## src/rtl/i2c_tgt_pkg.sv

```systemverilog
package i2c_tgt_pkg;

  typedef enum logic [1:0] {
    PH_IDLE = 2'd0,
    PH_ADDR = 2'd1,
    PH_DATA = 2'd2,
    PH_SKIP = 2'd3
  } tgt_phase_e;

  // Address-byte acknowledge: own address always, extension code when enabled.
  function automatic logic addr_ack_rule(input logic hit, input logic ext, input logic en);
    return hit | (ext & en);
  endfunction

endpackage

```

## src/rtl/i2c_tgt_linemon.sv

```systemverilog
module i2c_tgt_linemon (
  input  logic clk,
  input  logic rst_n,
  input  logic scl_i,
  input  logic sda_i,
  output logic scl_rise,
  output logic scl_fall,
  output logic start_det,
  output logic stop_det
);
  logic scl_q, sda_q;

  always_ff @(posedge clk or negedge rst_n) begin
    if (!rst_n) begin
      scl_q <= 1'b1;
      sda_q <= 1'b1;
    end else begin
      scl_q <= scl_i;
      sda_q <= sda_i;
    end
  end

  assign scl_rise  = scl_i & ~scl_q;
  assign scl_fall  = ~scl_i & scl_q;
  assign start_det = scl_i & scl_q & sda_q & ~sda_i;
  assign stop_det  = scl_i & scl_q & ~sda_q & sda_i;

endmodule

```

## src/rtl/i2c_tgt_shifter.sv

```systemverilog
module i2c_tgt_shifter #(
  parameter int BYTE_W = 8
) (
  input  logic              clk,
  input  logic              rst_n,
  input  logic              sda_i,
  input  logic              scl_rise,
  input  logic              scl_fall,
  input  logic              start_det,
  output logic [BYTE_W-1:0] shift_q,
  output logic              byte_end,
  output logic              ack_end
);
  localparam int CNT_W = $clog2(BYTE_W + 2);
  localparam logic [CNT_W-1:0] LAST_BIT = CNT_W'(BYTE_W);
  localparam logic [CNT_W-1:0] ACK_POS  = CNT_W'(BYTE_W + 1);

  logic [CNT_W-1:0] cnt_q;

  always_ff @(posedge clk or negedge rst_n) begin
    if (!rst_n) begin
      cnt_q   <= '0;
      shift_q <= '0;
    end else if (start_det) begin
      cnt_q <= '0;
    end else begin
      if (scl_rise && cnt_q < ACK_POS) begin
        if (cnt_q < LAST_BIT) shift_q <= {shift_q[BYTE_W-2:0], sda_i};
        cnt_q <= cnt_q + 1'b1;
      end
      if (scl_fall && cnt_q == ACK_POS) cnt_q <= '0;
    end
  end

  assign byte_end = scl_fall && (cnt_q == LAST_BIT);
  assign ack_end  = scl_fall && (cnt_q == ACK_POS);

  // a completed byte is followed by its acknowledge clock, never a second byte end
  p_byte_order_r2: assert property (@(posedge clk) disable iff (!rst_n)
    byte_end |=> !byte_end);

endmodule

```

## src/rtl/i2c_tgt_ackctl.sv

```systemverilog
module i2c_tgt_ackctl
  import i2c_tgt_pkg::*;
#(
  parameter int ADDR_W   = 7,
  parameter int BYTE_W   = 8,
  parameter int EXT_FREE = 2
) (
  input  logic              clk,
  input  logic              rst_n,
  input  logic              start_det,
  input  logic              stop_det,
  input  logic              byte_end,
  input  logic              ack_end,
  input  logic [BYTE_W-1:0] shift_q,
  input  logic [ADDR_W-1:0] own_addr,
  input  logic              ack_en,
  input  logic              wait_sel,
  input  logic              wait_release,
  output logic              sda_drv_q,
  output logic              hold_q,
  output logic              addr_hit,
  output logic              ext_hit,
  output logic              rw_bit,
  output logic [BYTE_W-1:0] rx_data
);
  localparam int PW = ADDR_W - EXT_FREE;
  localparam logic [PW-1:0] EXT_PREFIX = ~PW'(1);

  function automatic logic is_ext_code(input logic [ADDR_W-1:0] a);
    return a[ADDR_W-1 -: PW] == EXT_PREFIX;
  endfunction

  tgt_phase_e phase_q;
  logic       pend_q;

  logic [ADDR_W-1:0] rx_addr;
  logic              rx_rw;
  logic              addr_match, addr_ext, addr_ack, release_now;

  assign rx_addr     = shift_q[BYTE_W-1 -: ADDR_W];
  assign rx_rw       = shift_q[0];
  assign addr_match  = (rx_addr == own_addr);
  assign addr_ext    = is_ext_code(rx_addr);
  assign addr_ack    = addr_ack_rule(addr_match, addr_ext, ack_en);
  assign release_now = wait_release && hold_q;

  always_ff @(posedge clk or negedge rst_n) begin
    if (!rst_n) begin
      phase_q   <= PH_IDLE;
      sda_drv_q <= 1'b0;
      hold_q    <= 1'b0;
      pend_q    <= 1'b0;
      addr_hit  <= 1'b0;
      ext_hit   <= 1'b0;
      rw_bit    <= 1'b0;
      rx_data   <= '0;
    end else if (stop_det || start_det) begin
      phase_q   <= stop_det ? PH_IDLE : PH_ADDR;
      sda_drv_q <= 1'b0;
      hold_q    <= 1'b0;
      pend_q    <= 1'b0;
    end else begin
      if (byte_end) begin
        case (phase_q)
          PH_ADDR: begin
            addr_hit <= addr_match;
            ext_hit  <= addr_ext;
            rw_bit   <= rx_rw;
            if (addr_ack) begin
              sda_drv_q <= 1'b1;
              hold_q    <= !wait_sel;
              phase_q   <= PH_DATA;
            end else begin
              phase_q <= PH_SKIP;
            end
          end
          PH_DATA: begin
            rx_data <= shift_q;
            if (wait_sel) begin
              sda_drv_q <= ack_en;
            end else begin
              hold_q <= 1'b1;
              pend_q <= 1'b1;
            end
          end
          default: ;
        endcase
      end
      if (ack_end) begin
        sda_drv_q <= 1'b0;
        if (phase_q == PH_DATA && wait_sel) hold_q <= 1'b1;
      end
      if (release_now) begin
        hold_q <= 1'b0;
        if (pend_q) begin
          sda_drv_q <= ack_en;
          pend_q    <= 1'b0;
        end
      end
    end
  end

  // own address acknowledged regardless of ack_en
  p_match_ack_r3: assert property (@(posedge clk) disable iff (!rst_n)
    byte_end && phase_q == PH_ADDR && addr_match && !start_det && !stop_det |=> sda_drv_q);

  // extension code follows the enable level seen at the eighth falling edge
  p_ext_gate_r4: assert property (@(posedge clk) disable iff (!rst_n)
    byte_end && phase_q == PH_ADDR && addr_ext && !addr_match && !start_det && !stop_det
    |=> sda_drv_q == $past(ack_en));

  // foreign address refused and the transfer is skipped
  p_foreign_nack_r5: assert property (@(posedge clk) disable iff (!rst_n)
    byte_end && phase_q == PH_ADDR && !addr_match && !addr_ext && !start_det && !stop_det
    |=> !sda_drv_q && phase_q == PH_SKIP);

  // a skipped transfer never drives SDA nor stretches SCL
  p_skip_quiet_r5: assert property (@(posedge clk) disable iff (!rst_n)
    phase_q == PH_SKIP |-> !sda_drv_q && !hold_q);

  // the stretch persists until a release pulse
  p_hold_keep_r8: assert property (@(posedge clk) disable iff (!rst_n)
    hold_q && !wait_release && !start_det && !stop_det |=> hold_q);

  // the release pulse ends the stretch
  p_hold_release_r8: assert property (@(posedge clk) disable iff (!rst_n)
    hold_q && wait_release && !byte_end && !ack_end |=> !hold_q);

endmodule

```

## src/rtl/i2c_tgt_ack.sv

```systemverilog
module i2c_tgt_ack #(
  parameter int ADDR_W   = 7,
  parameter int BYTE_W   = 8,
  parameter int EXT_FREE = 2
) (
  input  logic              clk,
  input  logic              rst_n,
  input  logic              scl_i,
  input  logic              sda_i,
  input  logic [ADDR_W-1:0] own_addr,
  input  logic              ack_en,
  input  logic              wait_sel,
  input  logic              wait_release,
  output logic              sda_drive_low,
  output logic              scl_hold_low,
  output logic              addr_hit,
  output logic              ext_hit,
  output logic              rw_bit,
  output logic [BYTE_W-1:0] rx_data
);
  logic              scl_rise, scl_fall, start_det, stop_det;
  logic              byte_end, ack_end;
  logic [BYTE_W-1:0] shift_q;

  i2c_tgt_linemon u_mon (
    .clk       (clk),
    .rst_n     (rst_n),
    .scl_i     (scl_i),
    .sda_i     (sda_i),
    .scl_rise  (scl_rise),
    .scl_fall  (scl_fall),
    .start_det (start_det),
    .stop_det  (stop_det)
  );

  i2c_tgt_shifter #(.BYTE_W(BYTE_W)) u_shift (
    .clk       (clk),
    .rst_n     (rst_n),
    .sda_i     (sda_i),
    .scl_rise  (scl_rise),
    .scl_fall  (scl_fall),
    .start_det (start_det),
    .shift_q   (shift_q),
    .byte_end  (byte_end),
    .ack_end   (ack_end)
  );

  i2c_tgt_ackctl #(.ADDR_W(ADDR_W), .BYTE_W(BYTE_W), .EXT_FREE(EXT_FREE)) u_ctl (
    .clk          (clk),
    .rst_n        (rst_n),
    .start_det    (start_det),
    .stop_det     (stop_det),
    .byte_end     (byte_end),
    .ack_end      (ack_end),
    .shift_q      (shift_q),
    .own_addr     (own_addr),
    .ack_en       (ack_en),
    .wait_sel     (wait_sel),
    .wait_release (wait_release),
    .sda_drv_q    (sda_drive_low),
    .hold_q       (scl_hold_low),
    .addr_hit     (addr_hit),
    .ext_hit      (ext_hit),
    .rw_bit       (rw_bit),
    .rx_data      (rx_data)
  );

  // the SDA pull changes only after a cycle in which SCL was low
  p_sda_edge_r9: assert property (@(posedge clk) disable iff (!rst_n)
    !$stable(sda_drive_low) |-> !$past(scl_i));

  // a stretch begins only while SCL is low
  p_hold_rise_r9: assert property (@(posedge clk) disable iff (!rst_n)
    $rose(scl_hold_low) |-> !$past(scl_i));

endmodule

```

## config.mk

```make
export PLATFORM = sky130hd
export DESIGN_NAME = i2c_tgt_ack
export DESIGN_NICKNAME = d
export VERILOG_FILES = /design/src/rtl/i2c_tgt_pkg.sv /design/src/rtl/i2c_tgt_linemon.sv /design/src/rtl/i2c_tgt_shifter.sv /design/src/rtl/i2c_tgt_ackctl.sv /design/src/rtl/i2c_tgt_ack.sv
export SDC_FILE = /design/constraint.sdc
export NUM_CORES = 1
export LEC_CHECK = 0
export BUFFER_PORTS_ARGS = -buffer_cell sky130_fd_sc_hd__buf_2
export CAP_MARGIN = 25
export CORE_ASPECT_RATIO = 0.6
export CORE_MARGIN = 2
export CORE_UTILIZATION = 49
export CTS_CLUSTER_DIAMETER = 50
export CTS_CLUSTER_SIZE = 16
export DETAILED_ROUTE_END_ITERATION = 12
export GPL_ROUTABILITY_DRIVEN = 0
export GPL_TIMING_DRIVEN = 0
export PLACE_DENSITY = 0.8
export SLEW_MARGIN = 10
export SYNTH_ARGS = -nofsm -noshare
export SYNTH_HDL_FRONTEND = slang
export SYNTH_SLANG_ARGS = --single-unit
```

## constraint.sdc

```tcl
create_clock -name clk -period 1.75 [get_ports clk]
set_clock_uncertainty 0.15 [all_clocks]
set_input_delay 0.175 -clock clk [delete_from_list [all_inputs] [get_ports clk]]
set_output_delay 0.175 -clock clk [all_outputs]
set_load 0.03 [all_outputs]
```

==> impl_metrics.ini <==
[synthesis]
post-synth-top-area-cell = dfrtp_1
mappedNetlistNets = 143
number_of_enable_flip_flop_cells_after_synthesis = 0
average_size_of_a_mapped_cell_sq_um = 12.0
ys_async_sr_fraction = 1.00
synth_seq_cells = 30
synth_ff_type = dfrtp_1
post_synth_instance_area_sq_um = 1490
synth_sequential_area_ratio = 0.507
synth_top_area_share = 0.472
syn-instance-count = 124
yosysWarnings = 0
synth.lib_cells_used.distinct = 40
synthTopCellsByArea = dfrtp_1, mux2_1, mux2_2

[critical_path]
setup.worst_path.end_class = flip-flop
reg2reg_setup_slack_ns = -0.01
setup.worst_path.start = u_ctl.phase_q[0]$_DFFE_PN0P_
worstSetupPathType = flip-flop to flip-flop
r2r_cells = 7
worst_ep_arrival_time_ns = 1.83
worst_r2r_src = u_ctl.phase_q[0]$_DFFE_PN0P_
reg2reg_to = u_ctl.hold_q$_DFF_PN0_
timing.critical_path.from_type = flip-flop
critPathRequiredTime_ns = 1.81
path_max_fanout = 3

[global_route]
grt_overflow_total = 0
first_global_vias = 1155
grt_antenna_before_repair = 0
grt_overall_usage = 0.232
grt_first_pass_wirelength_mm = 5.71
maximum_number_of_pins_on_one_net_before_global_route_repair = 31

[drt]
route.detailed.wl_per_inst_um = 16.8
drt_first_iter_violations = 61
viasPerCell = 5.39
route.detailed.drc = 0
vias = 1158
wl_mm = 3.60
antenna_violating_nets_post_route = 0
drtPass1Iterations = 4

[timing]
holdWs_ns = 0.0715
slew_headroom = 0.548
setup-violations-final = 1
max_freq_mhz = 567
timing.final.ws_setup_ns = -0.0125
worst-slew-pin-transition_ns = 0.679
fin_crit_sh = 1.01
hold_violations_final = 0
slew_viol_final = 0
min_period_ns = 1.76
rsz0062_at_grt = true

[power_and_ir_drop]
ir_drop_uv = 764
total_leakage_power_nw = 0.935
p_per_area_nw_per_um2 = 1160

[clock_tree]
cts.reportedPaths.clkPinSlew_ns = 0.06
insertion_delay_of_the_later_clocked_pin_in_the_worst_skew_pair_ns = 0.27
cts-buffers-inserted = 5
cts_root_buf = clkbuf_8
clock_sinks = 30
h-tree-depth = 2
cts_max_path_buffers = 2
cts_tree = yes

[finish]
syn2layout_area_growth_pct = 33.8
num_antenna_cells = 0
design.final.nets = 191
fillerInstances = 200
finish.cell_count_without_fillers = 215
final_layout_size_suffix_gt1_frac = 0.457

[place]
dpl.cell_count = 192
detailedPlacementHpwl_mm = 2.35
port-buffer-count = 26

[floorplanning]
initial_core_util = 0.517
die-width_um = 75.1
die_area_sq_um = 3500
placeableCoreArea_sq_um = 2870
dieHeight_um = 46.6
ios = 27
floorplan.rows = 15

[flow_run]
drv_cap = 0

[hold_path]
whs_path_depth = 3
hold_class = input port to flip-flop
timing.hold.worst_endpoint = u_ctl.sda_drv_q$_DFF_PN0_
holdCritStartpoint = ack_en

[run_status]
violations = negative setup slack
run_status = finished, violations left
## area by class of cell
type / instances / area, sq um / share of cell area
plain buffers: 1 / 15.0 / 0.00756
clock buffers: 7 / 86.3 / 0.0435
clock inverters: 1 / 5.00 / 0.00252
inverters: 4 / 15.0 / 0.00756
multi-input cells: 89 / 806 / 0.406
flip-flops and latches: 30 / 753 / 0.379
well taps: 42 / 52.6 / 0.0264
repair buffers: 41 / 254 / 0.128
## power breakdown
part	internal (mW)	leakage [nW]	switching (mW)	total (mW)
Sequential	0.844	0.390	0.194	1.04
Clock	0.316	0.0482	0.241	0.557
Combinational	0.381	0.497	0.321	0.702
## metal layers
metal  global-route usage  up-vias  wire [um]
met5                    0        -          0
met2                0.372       33       1750
li1                     -      549          -
met4               0.0893        0         20
met1                0.308      572       1630
met3               0.0591        4        197
## cell usage after synthesis, types with 2 or more instances
library cell / n
xnor2_1: 6
mux2_1: 10
nand2_1: 6
a21oi_1: 9
ha_1: 5
and3_1: 3
inv_1: 4
nor2_1: 8
xor2_1: 3
mux2_2: 10
nand2b_1: 2
dfstp_2: 2
dfrtp_1: 28
nor4_1: 2
## cell usage in the layout (no fill, tap or decap), types with 6 or more instances in the layout
| cell | n |
|---|---|
| a21oi_1 | 8 |
| buf_2 | 26 |
| buf_4 | 11 |
| clkbuf_8 | 6 |
| dfrtp_1 | 28 |
| mux2_2 | 9 |
| mux2_4 | 8 |
| nand2_1 | 6 |
| nor2_1 | 7 |
| xnor2_1 | 6 |
## per-stage QoR
step                setup WS [ns]  TNS [ns]   util  cell area, sq um  total power [mW]
CTS                      -0.00674   -0.0214  0.663              1900              2.23
floorplan                 0.00364         0      -              1510              1.39
global route              -0.0630    -0.138  0.692              1990              2.43
global placement          -0.0860    -0.740  0.589              1690              1.53
detailed placement         -0.144     -1.00  0.589              1690              1.57
finish                    -0.0125   -0.0125  0.692              1990              2.30
## what timing repair did
action | 4_1_cts | 5_1_grt
pin swaps | 2 | 2
gates cloned | 1 | 0
endpoints found under the setup margin | 9 | 20
gates resized for setup | 9 | 15
setup buffers | 8 | 3
endpoints found under the hold margin | 30 | 0
hold buffers | 3 | 0
## logic make-up after synthesis
family / synth area share
compound gates: 0.0876
xor+xnor: 0.0531
fa+ha+maj: 0.0421
buf+inv: 0.0135
flops: 0.507
mux: 0.158
simple gates: 0.138
## registers in the layout, indices dropped and copies added, names as in the netlist
| register | cells |
|---|---|
| u_ctl.pend_q | 1 |
| u_ctl.rw_bit | 1 |
| u_mon.sda_q | 1 |
| u_ctl.sda_drv_q | 1 |
| u_shift.cnt_q | 4 |
| u_mon.scl_q | 1 |
| u_ctl.hold_q | 1 |
| u_ctl.ext_hit | 1 |
| u_shift.shift_q | 8 |
| u_ctl.rx_data | 8 |
| u_ctl.phase_q | 2 |
| u_ctl.addr_hit | 1 |
## critical path, cell delays in order (launching register included)
cell,delay [ns]
dfrtp_1,0.39
inv_2,0.09
ha_4,0.21
nor2b_4,0.14
mux2_4,0.17
a21oi_2,0.05
or4_1,0.40
nand3_1,0.10
## worst max path at each step
stage	slack, ns	endpoint
2_1_floorplan	0.004	u_ctl.hold_q$_DFF_PN0_
3_3_place_gp	-0.09	u_ctl.rx_data[0]$_DFFE_PN0P_
3_5_place_dp	-0.14	u_ctl.hold_q$_DFF_PN0_
4_1_cts	-0.007	u_ctl.rx_data[5]$_DFFE_PN0P_
5_1_grt	-0.06	u_ctl.hold_q$_DFF_PN0_
6_report	-0.01	u_ctl.hold_q$_DFF_PN0_
Power figures use the tool's default switching activity.
